==> src/rtl/xtlb_pkg.sv <==
package xtlb_pkg;

  localparam int unsigned ADDR_W = 32;
  localparam int unsigned BASE_SHIFT = 12;
  localparam int unsigned PN_W = ADDR_W - BASE_SHIFT;
  localparam int unsigned ASID_W = 4;
  localparam int unsigned GRP_W = 4;

  typedef enum logic [1:0] {
    PG_4K   = 2'd0,
    PG_16K  = 2'd1,
    PG_512K = 2'd2,
    PG_8M   = 2'd3
  } pg_size_e;

  typedef enum logic [1:0] {
    INV_NONE = 2'd0,
    INV_ONE  = 2'd1,
    INV_ASID = 2'd2,
    INV_ALL  = 2'd3
  } inv_op_e;

  typedef struct packed {
    logic                 valid;
    logic                 glob;
    pg_size_e             size;
    logic [ASID_W-1:0]    asid;
    logic [GRP_W-1:0]     grp;
    logic [PN_W-1:0]      epn;
    logic [PN_W-1:0]      ppn;
  } tlb_ent_t;

  // Page-number bits that take part in the compare for a size code.
  function automatic logic [PN_W-1:0] pn_mask(pg_size_e s);
    logic [PN_W-1:0] m;
    case (s)
      PG_4K:   m = {PN_W{1'b1}};
      PG_16K:  m = {PN_W{1'b1}} << 2;
      PG_512K: m = {PN_W{1'b1}} << 7;
      default: m = {PN_W{1'b1}} << 11;
    endcase
    return m;
  endfunction

  // Physical page above the boundary, effective offset below it.
  function automatic logic [ADDR_W-1:0] pa_merge(logic [PN_W-1:0] ppn,
                                                 logic [ADDR_W-1:0] ea,
                                                 pg_size_e s);
    logic [PN_W-1:0] m;
    logic [PN_W-1:0] hi;
    m  = pn_mask(s);
    hi = (ppn & m) | (ea[ADDR_W-1:BASE_SHIFT] & ~m);
    return {hi, ea[BASE_SHIFT-1:0]};
  endfunction

endpackage

==> src/rtl/xtlb_match.sv <==
module xtlb_match
  import xtlb_pkg::*;
(
  input  tlb_ent_t          ent,
  input  logic [PN_W-1:0]   ea_pn,
  input  logic [ASID_W-1:0] asid,
  output logic              hit
);
  logic page_eq;
  logic space_eq;

  assign page_eq  = (((ent.epn ^ ea_pn) & pn_mask(ent.size)) == '0);
  assign space_eq = ent.glob || (ent.asid == asid);
  assign hit      = ent.valid && page_eq && space_eq;
endmodule

==> src/rtl/xtlb_prio.sv <==
module xtlb_prio #(
  parameter int unsigned N = 32,
  localparam int unsigned IW = (N > 1) ? $clog2(N) : 1
) (
  input  logic          clk,
  input  logic          rst_n,
  input  logic [N-1:0]  match,
  output logic          any,
  output logic          multi,
  output logic [IW-1:0] idx
);
  always_comb begin
    idx = '0;
    for (int i = N - 1; i >= 0; i--) begin
      if (match[i]) idx = IW'(i);
    end
  end

  assign any   = |match;
  assign multi = |(match & (match - 1'b1));

  // a multiple match is always also a match
  a_r7_multi_implies_any: assert property (@(posedge clk) disable iff (!rst_n)
    multi |-> any);

  // the chosen slot is one of the matching slots
  a_r7_idx_is_match: assert property (@(posedge clk) disable iff (!rst_n)
    any |-> match[idx]);
endmodule

==> src/rtl/xtlb.sv <==
module xtlb
  import xtlb_pkg::*;
#(
  parameter int unsigned ENTRIES = 32,
  localparam int unsigned IDX_W = (ENTRIES > 1) ? $clog2(ENTRIES) : 1
) (
  input  logic                 clk,
  input  logic                 rst_n,
  input  logic                 lk_valid,
  input  logic [ADDR_W-1:0]    lk_ea,
  input  logic [ASID_W-1:0]    lk_asid,
  output logic                 rsp_valid,
  output logic                 rsp_hit,
  output logic                 rsp_multi,
  output logic [ADDR_W-1:0]    rsp_pa,
  output logic [GRP_W-1:0]     rsp_group,
  input  logic                 wr_en,
  input  logic                 wr_use_idx,
  input  logic [IDX_W-1:0]     wr_idx,
  input  logic [PN_W-1:0]      wr_epn,
  input  logic [PN_W-1:0]      wr_ppn,
  input  logic [1:0]           wr_size,
  input  logic [ASID_W-1:0]    wr_asid,
  input  logic                 wr_global,
  input  logic [GRP_W-1:0]     wr_group,
  input  logic [1:0]           inv_op,
  input  logic [IDX_W-1:0]     inv_idx,
  input  logic [ASID_W-1:0]    inv_asid
);
  localparam logic [IDX_W-1:0] LAST = IDX_W'(ENTRIES - 1);

  tlb_ent_t           ent_q [ENTRIES];
  logic [IDX_W-1:0]   rr_ptr;
  logic [ENTRIES-1:0] match_vec;
  logic [ENTRIES-1:0] valid_vec;
  logic               any_hit;
  logic               any_multi;
  logic [IDX_W-1:0]   sel_idx;

  // Named internal events
  inv_op_e            inv_kind;
  logic               wr_ok;
  logic               rr_step;
  logic [IDX_W-1:0]   wr_tgt;
  tlb_ent_t           new_ent;

  assign inv_kind = inv_op_e'(inv_op);
  assign wr_ok    = wr_en && (inv_kind == INV_NONE);
  assign rr_step  = wr_ok && !wr_use_idx;
  assign wr_tgt   = wr_use_idx ? wr_idx : rr_ptr;

  always_comb begin
    new_ent.valid = 1'b1;
    new_ent.glob  = wr_global;
    new_ent.size  = pg_size_e'(wr_size);
    new_ent.asid  = wr_asid;
    new_ent.grp   = wr_group;
    new_ent.epn   = wr_epn;
    new_ent.ppn   = wr_ppn;
  end

  // Parallel compare, one comparator per slot
  for (genvar g = 0; g < ENTRIES; g++) begin : g_slot
    assign valid_vec[g] = ent_q[g].valid;
    xtlb_match u_match (
      .ent   (ent_q[g]),
      .ea_pn (lk_ea[ADDR_W-1:BASE_SHIFT]),
      .asid  (lk_asid),
      .hit   (match_vec[g])
    );
  end

  xtlb_prio #(.N(ENTRIES)) u_prio (
    .clk   (clk),
    .rst_n (rst_n),
    .match (match_vec),
    .any   (any_hit),
    .multi (any_multi),
    .idx   (sel_idx)
  );

  // Table storage: invalidate takes precedence, a colliding write is dropped
  always_ff @(posedge clk) begin
    for (int i = 0; i < ENTRIES; i++) begin
      if (!rst_n) begin
        ent_q[i] <= '0;
      end else begin
        case (inv_kind)
          INV_ONE:  if (inv_idx == IDX_W'(i)) ent_q[i].valid <= 1'b0;
          INV_ASID: if (!ent_q[i].glob && ent_q[i].asid == inv_asid)
                      ent_q[i].valid <= 1'b0;
          INV_ALL:  ent_q[i].valid <= 1'b0;
          default:  if (wr_ok && wr_tgt == IDX_W'(i)) ent_q[i] <= new_ent;
        endcase
      end
    end
  end

  // Round-robin replacement slot
  always_ff @(posedge clk) begin
    if (!rst_n) begin
      rr_ptr <= '0;
    end else if (rr_step) begin
      rr_ptr <= (rr_ptr == LAST) ? '0 : rr_ptr + 1'b1;
    end
  end

  // Registered response
  always_ff @(posedge clk) begin
    if (!rst_n) begin
      rsp_valid <= 1'b0;
      rsp_hit   <= 1'b0;
      rsp_multi <= 1'b0;
      rsp_pa    <= '0;
      rsp_group <= '0;
    end else begin
      rsp_valid <= lk_valid;
      rsp_hit   <= lk_valid && any_hit;
      rsp_multi <= lk_valid && any_multi;
      if (lk_valid && any_hit) begin
        rsp_pa    <= pa_merge(ent_q[sel_idx].ppn, lk_ea, ent_q[sel_idx].size);
        rsp_group <= ent_q[sel_idx].grp;
      end else begin
        rsp_pa    <= '0;
        rsp_group <= '0;
      end
    end
  end

  // a response follows every request by one cycle
  a_r2_rsp_follows_req: assert property (@(posedge clk) disable iff (!rst_n)
    lk_valid |=> rsp_valid);
  a_r2_no_rsp_without_req: assert property (@(posedge clk) disable iff (!rst_n)
    !lk_valid |=> !rsp_valid);

  // a miss carries no address and no group
  a_r6_miss_is_zero: assert property (@(posedge clk) disable iff (!rst_n)
    !rsp_hit |-> (rsp_pa == '0 && rsp_group == '0));

  // the multiple-match flag needs a hit
  a_r7_multi_needs_hit: assert property (@(posedge clk) disable iff (!rst_n)
    rsp_multi |-> rsp_hit);

  // the replacement slot steps by one unless it wraps
  a_r9_rr_advance: assert property (@(posedge clk) disable iff (!rst_n)
    (rr_step && rr_ptr != LAST) |=> rr_ptr == $past(rr_ptr) + 1'b1);
  a_r9_rr_wrap: assert property (@(posedge clk) disable iff (!rst_n)
    (rr_step && rr_ptr == LAST) |=> rr_ptr == '0);

  // the named slot is invalid after a single-slot invalidate
  a_r10_one_cleared: assert property (@(posedge clk) disable iff (!rst_n)
    (inv_kind == INV_ONE) |=> !valid_vec[$past(inv_idx)]);

  // nothing is valid after a full invalidate
  a_r12_all_cleared: assert property (@(posedge clk) disable iff (!rst_n)
    (inv_kind == INV_ALL) |=> valid_vec == '0);

  // a write colliding with an invalidate leaves the slot pointer alone
  a_r13_drop_keeps_ptr: assert property (@(posedge clk) disable iff (!rst_n)
    (wr_en && inv_kind != INV_NONE) |=> $stable(rr_ptr));
endmodule

==> config.mk <==
export PLATFORM = sky130hd
export DESIGN_NAME = xtlb
export DESIGN_NICKNAME = d
export VERILOG_FILES = /design/src/rtl/xtlb_pkg.sv /design/src/rtl/xtlb_match.sv /design/src/rtl/xtlb_prio.sv /design/src/rtl/xtlb.sv
export SDC_FILE = /design/constraint.sdc
export NUM_CORES = 2
export LEC_CHECK = 0
export BUFFER_PORTS_ARGS = -buffer_cell sky130_fd_sc_hd__buf_2
export CAP_MARGIN = 20
export CORE_AREA = 2 2 373 375
export CTS_CLUSTER_DIAMETER = 60
export CTS_CLUSTER_SIZE = 40
export DETAILED_ROUTE_END_ITERATION = 6
export DIE_AREA = 0 0 375 377
export PLACE_DENSITY_LB_ADDON = 0.25
export SLEW_MARGIN = 10
export SYNTH_ARGS = -nofsm -noshare
export SYNTH_HDL_FRONTEND = slang
export SYNTH_SLANG_ARGS = --single-unit
==> constraint.sdc <==
create_clock -name clk -period 15.45 [get_ports clk]
set_input_delay 3.09 -clock clk [delete_from_list [all_inputs] [get_ports clk]]
set_output_delay 3.09 -clock clk [all_outputs]
set_load 0.05 [all_outputs]
==> impl_metrics.env <==
export IMPL_outcome="finished clean"
export IMPL_fin_nets=6869
export IMPL_clockBufferDepth=3
export IMPL_clk_pin_slew_ns=0.08
export IMPL_firstDrtPassIters=7
export IMPL_critPathLaunchType="input port"
export IMPL_antenna_found_initial=29
export IMPL_cts_buffers=120
export IMPL_grtUsageMet2_pct=56.2
export IMPL_worst_hold_slack_ns=0.485
export IMPL_yosys_warnings=0
export IMPL_ys_seq_elements=1708
export IMPL_syn2layout_area_growth_pct=7.93
export IMPL_r2r_start="ent_q[12][29]"
export IMPL_crit_required_ns=16.13
export IMPL_synth_cell_type_count=93
export IMPL_syn_nets=7022
export IMPL_num_rows=136
export IMPL_cts_tree="built"
export IMPL_fin_crit_ns=9.02
export IMPL_min_path_cells=2
export IMPL_clk_latency_ns=0.78
export IMPL_dieArea_sq_um=141000
export IMPL_drv_cap=0
export IMPL_fmax_mhz=111
export IMPL_cp_data_arrival_time_ns=9.70
export IMPL_regToRegEndpoint="rsp_pa[30]"
export IMPL_cts_hold_buf=0
export IMPL_start_util_pct=61.9
export IMPL_grt_use_met3_pct=8.67
export IMPL_final_common_cell="edfxtp_1"
export IMPL_final_core_utilization_pct=66.9
export IMPL_grt_pass1_vias=53900
export IMPL_grt_max_degree=121
export IMPL_wl_um=262000
export IMPL_p_leak_nw=33.8
export IMPL_cts_resized=0
export IMPL_crit_fanout=84
export IMPL_grt_pass1_wl_um=373000
export IMPL_synth_edff_count=1664
export IMPL_drtAntennaViolNets=0
export IMPL_syn_inst=6912
export IMPL_die_height_um=377
export IMPL_die_w_um=375
export IMPL_drt_initial_drc_count=9234
export IMPL_slew_limit_headroom_pct=14.9
export IMPL_drive_above_1_share_pct=10.8
export IMPL_fin_crit_sh_pct=58.4
export IMPL_hold_viol=0
export IMPL_grt_setup_unrepaired="false"
export IMPL_final_cell_mix="1,664 x edfxtp_1, 1,658 x and2_1, 712 x xnor2_1, 288 x nand2_1, 220 x a21oi_1"
export IMPL_grt_busiest_layer="met2"
export IMPL_setup_worst_path_start="lk_ea[16]"
export IMPL_vias_per_cell=6.50
export IMPL_syn_area_sq_um=84900
export IMPL_root_buffer="clkbuf_16"
export IMPL_crit_type="in2reg"
export IMPL_fin_setup_tns_ns=0
export IMPL_htree_num_levels=3
export IMPL_irDropWorstVdd_v=0.000111
export IMPL_hpwl_um=149000
export IMPL_io_buffers=146
export IMPL_hold_end="rr_ptr[4]"
export IMPL_crit_path_end_kind="flip-flop"
export IMPL_place_area_sq_um=87000
export IMPL_pre_cts_slack_ns=5.89
export IMPL_wl_per_cell_um=30.2
export IMPL_reg2regPathDepth=15
export IMPL_ff2ff_setup_slack_ns=9.15
export IMPL_fin_worst_skew_ns=0.0330
export IMPL_power_density_nw_per_um2=103
export IMPL_track_usage_pct=36.9
export IMPL_hold_class="reg2reg"
export IMPL_grt_ovfl_total=0
export IMPL_cts_sinks=1708
export IMPL_pin_count=147
export IMPL_worst_slew_pin_slew_ns=1.27
export IMPL_hp_start="rr_ptr[4]"
export IMPL_stdcell_area_sq_um=91600
export IMPL_finalWorstSetupSlack_ns=6.43
export IMPL_post_cts_buffers=0
export IMPL_async_flop_share_pct=0
export IMPL_final_setup_viol_count=0
export IMPL_synth_ff_type="edfxtp_1"
export IMPL_final_max_slew_viol_count=0
export IMPL_core_area_sq_um=137000
export IMPL_num_vias=56400
export IMPL_avgSynthCellArea_sq_um=12.3
export IMPL_grt_util_met1_pct=51.1
export IMPL_drc=0
export IMPL_gp_congestion=0.985
export IMPL_yosysSeqAreaShare_pct=59.9
worst max-delay path by stage:
stage | end | slack, ns | cells past startpoint
after floorplan | ent_q[13][0] | 7.25 | 6
after global placement | rsp_pa[30] | 5.77 | 17
after detailed placement | rsp_pa[29] | 5.89 | 17
after CTS | rsp_pa[29] | 6.71 | 17
after global routing | rsp_pa[29] | 6.23 | 18
final | rsp_pa[29] | 6.43 | 17
final cells by class:
cell class	count	area, sq um
Multi-Input combinational cell	4605	32000
Fill cell	9680	45400
Clock inverter	101	1280
Sequential cell	1708	50800
Tap cell	1794	2240
Antenna cell	12	30.0
Clock buffer	127	3050
Inverter	29	109
Timing Repair Buffer	295	2000
state kept, by name, indices dropped and copies added (netlist names):
register   cells
rr_ptr         5
rsp_multi      1
rsp_hit        1
rsp_pa        32
rsp_group      4
ent_q       1664
rsp_valid      1
metrics by stage:
| stage | std cells | power (mW) |
|---|---|---|
| finish | 8671 | 9.47 |
| global route | 8662 | 9.68 |
| CTS | 8649 | 9.46 |
| detailed placement | 8421 | 6.03 |
| global placement | 8417 | 6.01 |
| floorplan | 6912 | 5.79 |
cells in the mapped netlist (all sizes together) (28+ instances only):
cell     number  share of area (%)
a21oi       223                1.3
dfxtp        44                1.0
a211oi       36               0.32
a22oi        69               0.61
nand3       136               0.80
o21ai       113               0.67
clkbuf      383                1.7
nor3         43               0.26
mux2        127                1.7
nand4       135                1.0
a41oi        36               0.37
o21a         48               0.42
inv          29               0.13
edfxtp     1664                 59
and2       1661                 12
buf         187                1.3
mux2i       206                2.4
xor2        184                1.9
nor2        239                1.1
nand2       289                1.3
o2111ai      29               0.31
nor4         98               0.73
nor4b        28               0.31
xnor2       712                7.3
cell families after synthesis:
family | share of synthesized area [%]
buffers and inverters | 3.13
and+or+nand+nor | 18.2
DFF | 59.9
xor gates and xnor gates | 9.25
adders and majority gates | 0.0295
AOI/OAI and AO/OA | 5.29
muxes | 4.17
worst max-delay path: stages:
cell,delay [ns]
buf_2,0.57
buf_4,0.48
xnor2_1,0.17
nand3_1,0.10
nor4b_1,0.95
o21ai_0,0.33
nand2_1,0.13
o311ai_0,0.20
a221o_1,0.48
a31oi_4,0.19
buf_4,0.55
buf_4,0.80
buf_4,0.77
a21oi_1,0.14
a22oi_1,0.26
a21oi_1,0.12
o21a_1,0.21
layer usage:
layer	routed length (um)	vias up	share of wire (%)
li1	-	24000	-
met1	97000	27800	37
met2	116000	3884	44
met3	36500	672	14
met4	12500	14	4.8
met5	89	-	0.034
power by group:
group	switching, mW	total (mW)	internal, mW
logic	0.480	0.681	0.201
clock network	1.78	3.52	1.74
registers	0.0651	5.27	5.21
Note: power is estimated with default switching activity, not from simulation.
